`src/rtl/irq_flag_pkg.sv`:
```
package irq_flag_pkg;
  localparam int REG_W    = 8;
  localparam int NUM_PINS = 5;

  // register 0: serial flag at bit 6, pin flags at bits 4:0
  localparam logic [REG_W-1:0] REG0_FLAGS = 8'b0101_1111;
  localparam logic [REG_W-1:0] REG0_CONST = 8'b1010_0000;
  // register 1: bits 7,6,4,3,2 writable flags, bit 1 strobe-cleared flag
  localparam logic [REG_W-1:0] REG1_FLAGS = 8'b1101_1110;
  localparam logic [REG_W-1:0] REG1_CONST = 8'b0010_0001;

  localparam int SER_BIT  = 6;
  localparam int TY_BIT   = 1;
  localparam int TY_STRB  = 0;
endpackage

```
`src/rtl/irq_pin_edge.sv`:
```
module irq_pin_edge #(
  parameter int SYNC_STAGES = 2
) (
  input  logic clk_i,
  input  logic rst_ni,
  input  logic pin_i,
  input  logic en_i,
  input  logic rise_sel_i,
  output logic hit_o
);
  logic [SYNC_STAGES-1:0] sync_q;
  logic                   prev_q;
  logic                   cur;

  always_ff @(posedge clk_i or negedge rst_ni) begin
    if (!rst_ni) begin
      sync_q <= '0;
      prev_q <= 1'b0;
    end else begin
      sync_q <= {sync_q[SYNC_STAGES-2:0], pin_i};
      prev_q <= sync_q[SYNC_STAGES-1];
    end
  end

  assign cur   = sync_q[SYNC_STAGES-1];
  assign hit_o = en_i & (rise_sel_i ? (cur & ~prev_q) : (~cur & prev_q));
endmodule

```
`src/rtl/irq_flag_reg.sv`:
```
module irq_flag_reg #(
  parameter int                 W         = 8,
  parameter logic [W-1:0]       FLAG_MASK = '0,
  parameter logic [W-1:0]       CONST_VAL = '0
) (
  input  logic         clk_i,
  input  logic         rst_ni,
  input  logic [W-1:0] set_i,
  input  logic [W-1:0] clr_i,
  output logic [W-1:0] rd_o,
  output logic         pend_o
);
  for (genvar i = 0; i < W; i++) begin : g_bit
    if (FLAG_MASK[i]) begin : g_flag
      logic q;
      always_ff @(posedge clk_i or negedge rst_ni) begin
        if (!rst_ni)       q <= 1'b0;
        else if (set_i[i]) q <= 1'b1;  // set wins over clear
        else if (clr_i[i]) q <= 1'b0;
      end
      assign rd_o[i] = q;
    end else begin : g_const
      logic unused_bit;
      assign unused_bit = set_i[i] | clr_i[i];
      assign rd_o[i]    = CONST_VAL[i];
    end
  end

  assign pend_o = |(rd_o & FLAG_MASK);
endmodule

```
`src/rtl/irq_flag_bank.sv`:
```
module irq_flag_bank
  import irq_flag_pkg::*;
#(
  parameter int SYNC_STAGES = 2
) (
  input  logic                clk_i,
  input  logic                rst_ni,
  input  logic                addr_i,
  input  logic                we_i,
  input  logic [REG_W-1:0]    wdata_i,
  output logic [REG_W-1:0]    rdata_o,
  input  logic [NUM_PINS-1:0] irq_pin_i,
  input  logic [NUM_PINS-1:0] pin_en_i,
  input  logic [NUM_PINS-1:0] edge_sel_i,
  input  logic                serial_done_i,
  input  logic                dxfer_req_i,
  input  logic                adc_req_i,
  input  logic                tmr_g_req_i,
  input  logic                tmr_fh_req_i,
  input  logic                tmr_fl_req_i,
  input  logic                tmr_y_req_i,
  output logic                irq_o
);
  logic [NUM_PINS-1:0] pin_hit;
  logic [REG_W-1:0]    set_a, set_b, clr_a, clr_b, rd_a, rd_b;
  logic                pend_a, pend_b, wr_a, wr_b;

  for (genvar n = 0; n < NUM_PINS; n++) begin : g_pin
    irq_pin_edge #(.SYNC_STAGES(SYNC_STAGES)) u_edge (
      .clk_i      (clk_i),
      .rst_ni     (rst_ni),
      .pin_i      (irq_pin_i[n]),
      .en_i       (pin_en_i[n]),
      .rise_sel_i (edge_sel_i[n]),
      .hit_o      (pin_hit[n])
    );
  end

  assign wr_a = we_i & ~addr_i;
  assign wr_b = we_i &  addr_i;

  always_comb begin
    set_a                   = '0;
    set_a[NUM_PINS-1:0]     = pin_hit;
    set_a[SER_BIT]          = serial_done_i;
    set_b                   = {dxfer_req_i, adc_req_i, 1'b0, tmr_g_req_i,
                               tmr_fh_req_i, tmr_fl_req_i, tmr_y_req_i, 1'b0};
    clr_a                   = {REG_W{wr_a}} & ~wdata_i;
    clr_b                   = {REG_W{wr_b}} & ~wdata_i;
    // timer Y flag is cleared only through its strobe bit
    clr_b[TY_BIT]           = wr_b & ~wdata_i[TY_STRB];
  end

  irq_flag_reg #(.W(REG_W), .FLAG_MASK(REG0_FLAGS), .CONST_VAL(REG0_CONST)) u_reg0 (
    .clk_i  (clk_i),
    .rst_ni (rst_ni),
    .set_i  (set_a),
    .clr_i  (clr_a),
    .rd_o   (rd_a),
    .pend_o (pend_a)
  );

  irq_flag_reg #(.W(REG_W), .FLAG_MASK(REG1_FLAGS), .CONST_VAL(REG1_CONST)) u_reg1 (
    .clk_i  (clk_i),
    .rst_ni (rst_ni),
    .set_i  (set_b),
    .clr_i  (clr_b),
    .rd_o   (rd_b),
    .pend_o (pend_b)
  );

  assign rdata_o = addr_i ? rd_b : rd_a;
  assign irq_o   = pend_a | pend_b;
endmodule

```
`config.mk`:
```
export PLATFORM = sky130hd
export DESIGN_NAME = irq_flag_bank
export DESIGN_NICKNAME = d
export VERILOG_FILES = /design/src/rtl/irq_flag_pkg.sv /design/src/rtl/irq_pin_edge.sv /design/src/rtl/irq_flag_reg.sv /design/src/rtl/irq_flag_bank.sv
export SDC_FILE = /design/constraint.sdc
export NUM_CORES = 1
export LEC_CHECK = 0
export ABC_AREA = 1
export CAP_MARGIN = 40
export CORE_MARGIN = 2
export CORE_UTILIZATION = 30
export CTS_CLUSTER_DIAMETER = 80
export DETAILED_ROUTE_END_ITERATION = 12
export SYNTH_ARGS = -nofsm -noshare
export SYNTH_HDL_FRONTEND = slang
export SYNTH_SLANG_ARGS = --single-unit
```
`constraint.sdc`:
```
create_clock -name clk_i -period 1 [get_ports clk_i]
set_clock_uncertainty 0.15 [all_clocks]
set_input_delay 0.2 -clock clk_i [delete_from_list [all_inputs] [get_ports clk_i]]
set_output_delay 0.2 -clock clk_i [all_outputs]
set_load 0.005 [all_outputs]
```
After elaboration in Yosys (flattened, before gate mapping)
Cells that the tools add are included.
Widths: inputs -> output; s select.
{"block": "word_totals", "word_cells": 100, "input_bits": 34, "reg_bits": 27, "output_inout_bits": 9}
{"block": "classes", "bitwise_logic": 34, "reduce_logical": 14, "mux": 30}
{"op": "$mux 1", "count": 29}
{"op": "$reduce_bool 2->1", "count": 12}
{"op": "$and 1x1->1", "count": 18}
{"op": "$not 1->1", "count": 12}
{"op": "$reduce_or 6->1", "count": 2}
{"op": "$and 8x8->8", "count": 1}
{"op": "$mux 8", "count": 1}
{"op": "$not 8->8", "count": 1}
{"op": "$and 7x7->7", "count": 1}
{"op": "$or 1x1->1", "count": 1}

Logic depth before layout (Yosys ltp)
Gate-level depths: netlist of the first run.
{"block": "depth", "depth_word": 5, "depth_mapped": 5}

Cells and area by module
Synthesis of the first run repeated with hierarchy kept, for this count alone.
{"block": "hier_totals", "hier_cells": 162, "area_unflattened_um2": 1372.6}
{"mod": "irq_flag_reg", "area_each_um2": 320.3, "n_inst": 2, "cells_each": 31}
{"mod": "irq_pin_edge", "area_each_um2": 105.1, "n_inst": 5, "cells_each": 11}
{"mod": "irq_flag_bank", "area_each_um2": 206.4, "n_inst": 1, "cells_each": 45}

Least setup slack after synthesis of the first run
Ideal clock, no wire load.
{"block": "synth_timing", "path_type": "register to output", "from": "register u_reg0.g_bit[0].g_flag.q", "to": "output port irq_o", "path_stages_with_launch": 5, "arrival_time_ps": 647, "path_buffers": 0, "path_slack_ps": 3, "cell_sequence": "dfrtp_1 > nor2_1 > nand3_1 > nor2_1 > nand2_1"}
{"block": "synth_between", "elab_chain_cells": 2}
{"element": "start: declaration", "line_no": "irq_flag_reg.sv:15", "text": "logic q;"}
{"element": "start signal: assignment", "line_no": "irq_flag_reg.sv:17", "text": "if (!rst_ni) q <= 1'b0;"}
{"element": "start signal: assignment", "line_no": "irq_flag_reg.sv:18", "text": "else if (set_i[i]) q <= 1'b1;"}
{"element": "start signal: assignment", "line_no": "irq_flag_reg.sv:19", "text": "else if (clr_i[i]) q <= 1'b0;"}
{"element": "$reduce_or 6->1", "line_no": "irq_flag_reg.sv:29", "text": "assign pend_o = |(rd_o & FLAG_MASK);"}
{"element": "$or 1x1->1", "line_no": "irq_flag_bank.sv:73", "text": "assign irq_o = pend_a | pend_b;"}
{"element": "end: declaration", "line_no": "irq_flag_bank.sv:22", "text": "output logic irq_o"}
No other way between the ends.

Worst setup path in the final report of the first run
Same ends and word-level chain as after synthesis.

==> flow_metrics.py, run 1 <==
metrics = {
    "timing": {
        "final_hold_viol_count": 0,
        "fin_tns_setup_ns": -3.04,
        "setup_viol": 9,
        "min_period_over_period_pct": 148,
        "holdWs_ns": 0.129,
        "max_freq_ghz": 0.676,
        "report.final.slew_viol_count": 0,
        "fin_crit_ns": 1.48,
        "rsz0062_at_grt": "true",
        "worst_slack_ns": -0.479,
    },
    "detailed_routing": {
        "first_iter_violations": 33,
        "dr.pass1.iters": 4,
        "route.vias.total": 996,
        "vias_per_cell": 4.24,
        "wl_per_cell_um": 10.2,
        "remaining_drc_errors": 0,
        "ant_nets": 0,
        "drt_wl_total_um": 2400,
    },
    "synthesis": {
        "synth.ff_latch_count": 27,
        "synth_edf_count": 0,
        "yosysMostFrequentCell": "nand2_1",
        "yosysUniqueCellTypes": 14,
        "syn_avg_cell_area_um2": 8.59,
        "syn-num-nets": 164,
        "postSynthCellCount": 130,
        "yosys_most_used_dff": "dfrtp_1",
        "synthArstFlopShare_pct": 100,
        "synth_warnings": 0,
        "yosysTopAreaCell": "dfrtp_1",
        "netlist_area_um2": 1120,
        "post_synth_main_area_contributors": "dfrtp_1, nand2_1, inv_1",
        "yosysSeqAreaShare_pct": 60.5,
        "yosysTopAreaCellShare_pct": 60.5,
        "synth_common_cells": "nand2_1, dfrtp_1, inv_1",
    },
    "finish": {
        "multi_input_area_um2": 385,
        "nNetsFinal": 222,
        "drive_gt1_share_pct": 25.7,
        "area_growth_pct": 59.9,
        "seqCellArea_um2": 676,
        "antenna_cells": 0,
        "fill_cells": 354,
        "fin_util_pct": 49.5,
    },
    "pwr": {
        "power_density_nw_per_um2": 1270,
        "power.share.sequential_pct": 53.6,
        "leakage_nw": 0.883,
        "p_comb_share_pct": 20.5,
        "swShare_pct": 24.0,
        "power.internal_w": 0.00172,
        "fin_total_pwr_w": 0.00226,
        "clock_power_share_pct": 26.0,
        "peakVddDrop_mv": 0.890,
        "net-switching-power_w": 0.000542,
    },
    "die": {
        "floorplan.initialDensity_pct": 31.0,
        "coreArea_um2": 3610,
        "fp.dieW_um": 65.0,
        "rows": 22,
        "die_area_um2": 4220,
        "die_h_um": 65.0,
        "ios": 43,
    },
    "outcome": {
        "violations": "negative setup slack",
        "outcome": "finished, violations left",
    },
    "place": {
        "place_congestion": 0.746,
        "dp_hpwl_um": 1870,
        "io_buffers": 40,
    },
    "clock_tree": {
        "cts.path.max_buffers": 2,
        "clk_latency_ns": 0.26,
        "hold_buffers": 0,
        "clockRootBuffer": "clkbuf_8",
        "h-tree-depth": 1,
        "cts_tree": "built",
        "clkTransAtPathRegs_ns": 0.09,
        "cts_made_buffers": 3,
        "clock_sinks": 27,
    },
    "worst_setup_path": {
        "reg2reg_from": "u_reg1.g_bit[1].g_flag.q",
        "cp-end-kind": "primary output",
        "regToRegEndpoint": "u_reg1.g_bit[1].g_flag.q",
        "crit_fanout": 2,
        "crit_arrival_ns": 1.13,
        "crit_required_ns": 0.65,
        "criticalPathCategory": "flop to primary output",
        "r2r_cells": 4,
        "setup.worst_path.start_class": "flop",
        "reg2reg_slack_ns": -0.01,
    },
    "grt": {
        "grt.met2_usage_pct": 25.4,
        "grt_overflow": 0,
        "antenna_found_initial": 0,
        "grt_pass1_vias": 1032,
        "use_met3_pct": 3.99,
        "grt_start_max_net_pins": 28,
        "top_usage_layer": "met2",
        "grt_usage_pct": 12.8,
        "grtUsageMet1_pct": 13.1,
        "grt_pass1_wl_um": 4210,
    },
    "hold_path": {
        "hold_path_class": "input pin to asynchronous set/reset pin",
    },
    "flow_run": {
        "max_cap_violations": 0,
    },
}
==> metal layers <==
layer,vias up,routed length (µm)
li1,497,-
met1,470,976
met2,27,1270
met3,2,145
met4,0,8
met5,-,0
==> per-stage QoR <==
step / cell area, µm² / instances / worst slack, ns
4_1_cts: 1730 / 231 / -0.515
3_5_place_dp: 1630 / 224 / -0.858
5_1_grt: 1780 / 235 / -0.579
6_report: 1780 / 235 / -0.479
2_1_floorplan: 1120 / 130 / 0.00321
3_3_place_gp: 1630 / 224 / -0.867
==> layout make-up <==
type | instances | share of cell area (%)
clock buffers | 3 | 2.31
multi-input cells | 75 | 21.6
repair buffers | 55 | 29.1
well taps | 48 | 3.37
flip-flops and latches | 27 | 37.9
clock inverters | 1 | 0.281
inverters | 26 | 5.47
==> power by group through the flow <==
| stage | Clock (W) | Sequential (W) | Combinational, W |
|---|---|---|---|
| after floorplan | 0 | 0.00122 | 0.000135 |
| after global placement | 0 | 0.00122 | 0.000390 |
| after detailed placement | 0 | 0.00123 | 0.000399 |
| after CTS | 0.000623 | 0.00121 | 0.000448 |
| after global routing | 0.000668 | 0.00122 | 0.000515 |
| final | 0.000587 | 0.00121 | 0.000463 |
==> worst max-delay path by stage <==
stage / start / end / slack (ns)
after floorplan: u_reg0.g_bit[0].g_flag.q / irq_o / 0.003
after global placement: addr_i / rdata_o[0] / -0.87
after detailed placement: addr_i / rdata_o[0] / -0.86
after CTS: u_reg0.g_bit[0].g_flag.q / irq_o / -0.51
after global routing: u_reg0.g_bit[0].g_flag.q / irq_o / -0.58
final: u_reg0.g_bit[0].g_flag.q / irq_o / -0.48
==> timing repair <==
| action | 4_1_cts | 5_1_grt |
|---|---|---|
| setup buffers | 3 | 4 |
| endpoints found under the setup margin | 20 | 10 |
| pin swaps | 7 | 6 |
| endpoints found under the hold margin | 0 | 0 |
| gates resized for setup | 66 | 6 |
==> state kept, by name, indices dropped and copies added, names as in the netlist <==
name / count
g_pin.u_edge.prev_q: 5
u_reg1.g_bit.g_flag.q: 6
u_reg0.g_bit.g_flag.q: 6
g_pin.u_edge.sync_q: 10
==> cell usage in the layout (no fill, tap or decap), drive strengths merged <==
master | netlist | final
clkdlybuf4s50 | 0 | 30
dlygate4sd2 | 0 | 1
clkbuf | 0 | 3
clkinv | 0 | 1
o21bai | 3 | 3
inv | 26 | 26
or2 | 1 | 1
clkdlybuf4s15 | 0 | 1
dfrtp | 27 | 27
conb | 1 | 1
nor2 | 8 | 8
buf | 2 | 23
nand3 | 6 | 6
nand2 | 43 | 43
o21ai | 13 | 13
==> logic make-up (layout without fill, tap and decap cells) <==
| logic type | after synthesis | in the layout | share of synthesized area [%] |
|---|---|---|---|
| flip-flops | 27 | 27 | 60.5 |
| buffers and inverters | 28 | 85 | 10.1 |
| other | 1 | 1 | 0.336 |
| AND/OR/NAND/NOR | 58 | 58 | 20.9 |
| AO/OA/AOI/OAI | 16 | 16 | 8.18 |
==> worst max-delay path: stages (launching register included) <==
cell and delay [ns]:
dfrtp_1 0.39, nor2_1 0.12, nand3_1 0.08, nor2_1 0.09
nand2_1 0.06, buf_2 0.12
No activity file was read; power rests on OpenSTA's default activity.
==> run 2: changes to the inputs <==
==> constraint.sdc (replaced) <==
create_clock -name clk_i -period 1.55 [get_ports clk_i]
set_clock_uncertainty 0.15 [all_clocks]
set_input_delay 0.31 -clock clk_i [delete_from_list [all_inputs] [get_ports clk_i]]
set_output_delay 0.31 -clock clk_i [all_outputs]
set_load 0.005 [all_outputs]
==> run 2 against run 1 <==
Against the previous run: the run still ends with negative setup slack left; highest routed layer unchanged; non-clock buffer count decreased by 6; hold slack better by 0.077 ns; wire length down 4.7%.
==> flow_metrics.py, run 2 (same netlist as run 1, synthesis figures left out) <==
metrics = {
    "clock_tree": {
        "clock_sinks": 27,
        "h-tree-depth": 1,
        "clk_latency_ns": 0.26,
        "cts_tree": "built",
        "hold_buffers": 0,
        "clockRootBuffer": "clkbuf_8",
        "cts_made_buffers": 3,
        "cts.path.max_buffers": 2,
        "clkTransAtPathRegs_ns": 0.08,
    },
    "timing": {
        "min_period_over_period_pct": 103,
        "rsz0062_at_grt": "true",
        "worst_slack_ns": -0.0400,
        "report.final.slew_viol_count": 0,
        "fin_crit_ns": 1.59,
        "setup_viol": 1,
        "max_freq_ghz": 0.629,
        "final_hold_viol_count": 0,
        "holdWs_ns": 0.206,
        "fin_tns_setup_ns": -0.0400,
    },
    "place": {
        "postPlaceCellArea_um2": 1630,
        "dp_hpwl_um": 1860,
        "io_buffers": 40,
        "place_congestion": 0.746,
    },
    "finish": {
        "final_common_cell": "nand2_1",
        "fin_util_pct": 46.0,
        "multi_input_area_um2": 328,
        "fill_cells": 376,
        "final_cell_mix": "nand2_1, clkdlybuf4s50_1, dfrtp_1, inv_1, nor2_1",
        "largest_register": "g_pin.u_edge.sync_q",
        "top_regs": "g_pin.u_edge.sync_q (10), u_reg0.g_bit.g_flag.q (6), u_reg1.g_bit.g_flag.q (6)",
        "area_growth_pct": 48.8,
        "nNetsFinal": 216,
        "stdcell_area_um2": 1660,
        "seqCellArea_um2": 676,
        "drive_gt1_share_pct": 14.9,
        "largest_register_ffs": 10,
        "antenna_cells": 0,
    },
    "grt": {
        "antenna_found_initial": 0,
        "grt_usage_pct": 12.6,
        "grt_pass1_vias": 1039,
        "grt_pass1_wl_um": 4140,
        "grt_start_max_net_pins": 28,
        "grt_overflow": 0,
    },
    "detailed_routing": {
        "drt_wl_total_um": 2280,
        "vias_per_cell": 4.12,
        "remaining_drc_errors": 0,
        "dr.pass1.iters": 4,
        "route.vias.total": 943,
        "first_iter_violations": 23,
        "ant_nets": 0,
        "wl_per_cell_um": 9.97,
    },
    "outcome": {
        "violations": "negative setup slack",
        "outcome": "finished, violations left",
    },
    "pwr": {
        "leakage_nw": 0.833,
        "clock_power_share_pct": 26.8,
        "peakVddDrop_mv": 0.663,
        "power.share.sequential_pct": 55.6,
        "swShare_pct": 23.0,
        "power_density_nw_per_um2": 843,
        "p_comb_share_pct": 17.6,
        "net-switching-power_w": 0.000322,
        "power.internal_w": 0.00108,
    },
    "die": {
        "die_area_um2": 4220,
        "ios": 43,
        "rows": 22,
        "fp.dieW_um": 65.0,
        "coreArea_um2": 3610,
        "die_h_um": 65.0,
        "floorplan.initialDensity_pct": 31.0,
    },
    "worst_setup_path": {
        "crit_arrival_ns": 1.13,
        "cp-end-kind": "primary output",
        "crit_fanout": 2,
        "setup.worst_path.start_class": "flop",
        "criticalPathCategory": "flop to primary output",
        "crit_required_ns": 1.09,
    },
    "flow_run": {
        "max_cap_violations": 0,
    },
    "hold_path": {
        "hold_path_class": "flop to flop",
    },
}
## run 2: final cells by class
class,instances,area share (%)
well taps,48,3.62
clock inverters,1,0.301
multi-input cells,75,19.7
repair buffers,49,27.3
flip-flops and latches,27,40.7
clock buffers,3,2.49
inverters,26,5.88
## run 2: critical path, cell delays in order (launching register included)
cell and delay (ns):
dfrtp_1 0.38, nor2_1 0.11, nand3_1 0.09, nor2_1 0.11, nand2_1 0.06, buf_2 0.12
## run 2: through the flow
step                      setup WS, ns  power, W  instances
after global placement          -0.537   0.00104        224
final                          -0.0400   0.00140        229
after floorplan                  0.443  0.000872        130
after CTS                      -0.0613   0.00143        228
after detailed placement        -0.531   0.00105        224
after global routing            -0.129   0.00149        229
## run 2: layer usage
| layer | global-route usage (%) | share of wire (%) |
|---|---|---|
| met1 | 12.6 | 41 |
| met2 | 25.4 | 53 |
| met3 | 3.82 | 5.7 |
| met4 | 2.39 | 0.35 |
| met5 | 0 | 0 |
## run 2: worst paths after layout
| kind | slack [ns] | startpoint | end | depth (start not counted) |
|---|---|---|---|---|
| worst max-delay path | -0.04 | u_reg0.g_bit[1].g_flag.q | irq_o | 5 |
| worst max register to register | 0.62 | u_reg1.g_bit[1].g_flag.q | u_reg1.g_bit[1].g_flag.q | 3 |
| worst min register to register | 0.21 | g_pin[3].u_edge.sync_q[0] | g_pin[3].u_edge.sync_q[1] | 0 |
| min in group asynchronous | 0.23 | rst_ni | g_pin[3].u_edge.sync_q[0] | 2 |
| worst min-delay path | 0.21 | g_pin[3].u_edge.sync_q[0] | g_pin[3].u_edge.sync_q[1] | 0 |
| max in group asynchronous | 0.86 | rst_ni | u_reg1.g_bit[7].g_flag.q | 2 |
## run 2: what timing repair did
action	in CTS	in global routing
gates resized for setup	25	9
endpoints found under the setup margin	8	6
buffers inserted	0	1
pin swaps	2	1
## run 2: power by group through the flow
stage / combinational, W / sequential [W] / clock (W)
2_1_floorplan: 0.0000869 / 0.000786 / 0
3_3_place_gp: 0.000252 / 0.000789 / 0
3_5_place_dp: 0.000257 / 0.000793 / 0
4_1_cts: 0.000249 / 0.000778 / 0.000402
5_1_grt: 0.000279 / 0.000785 / 0.000426
6_report: 0.000246 / 0.000778 / 0.000375
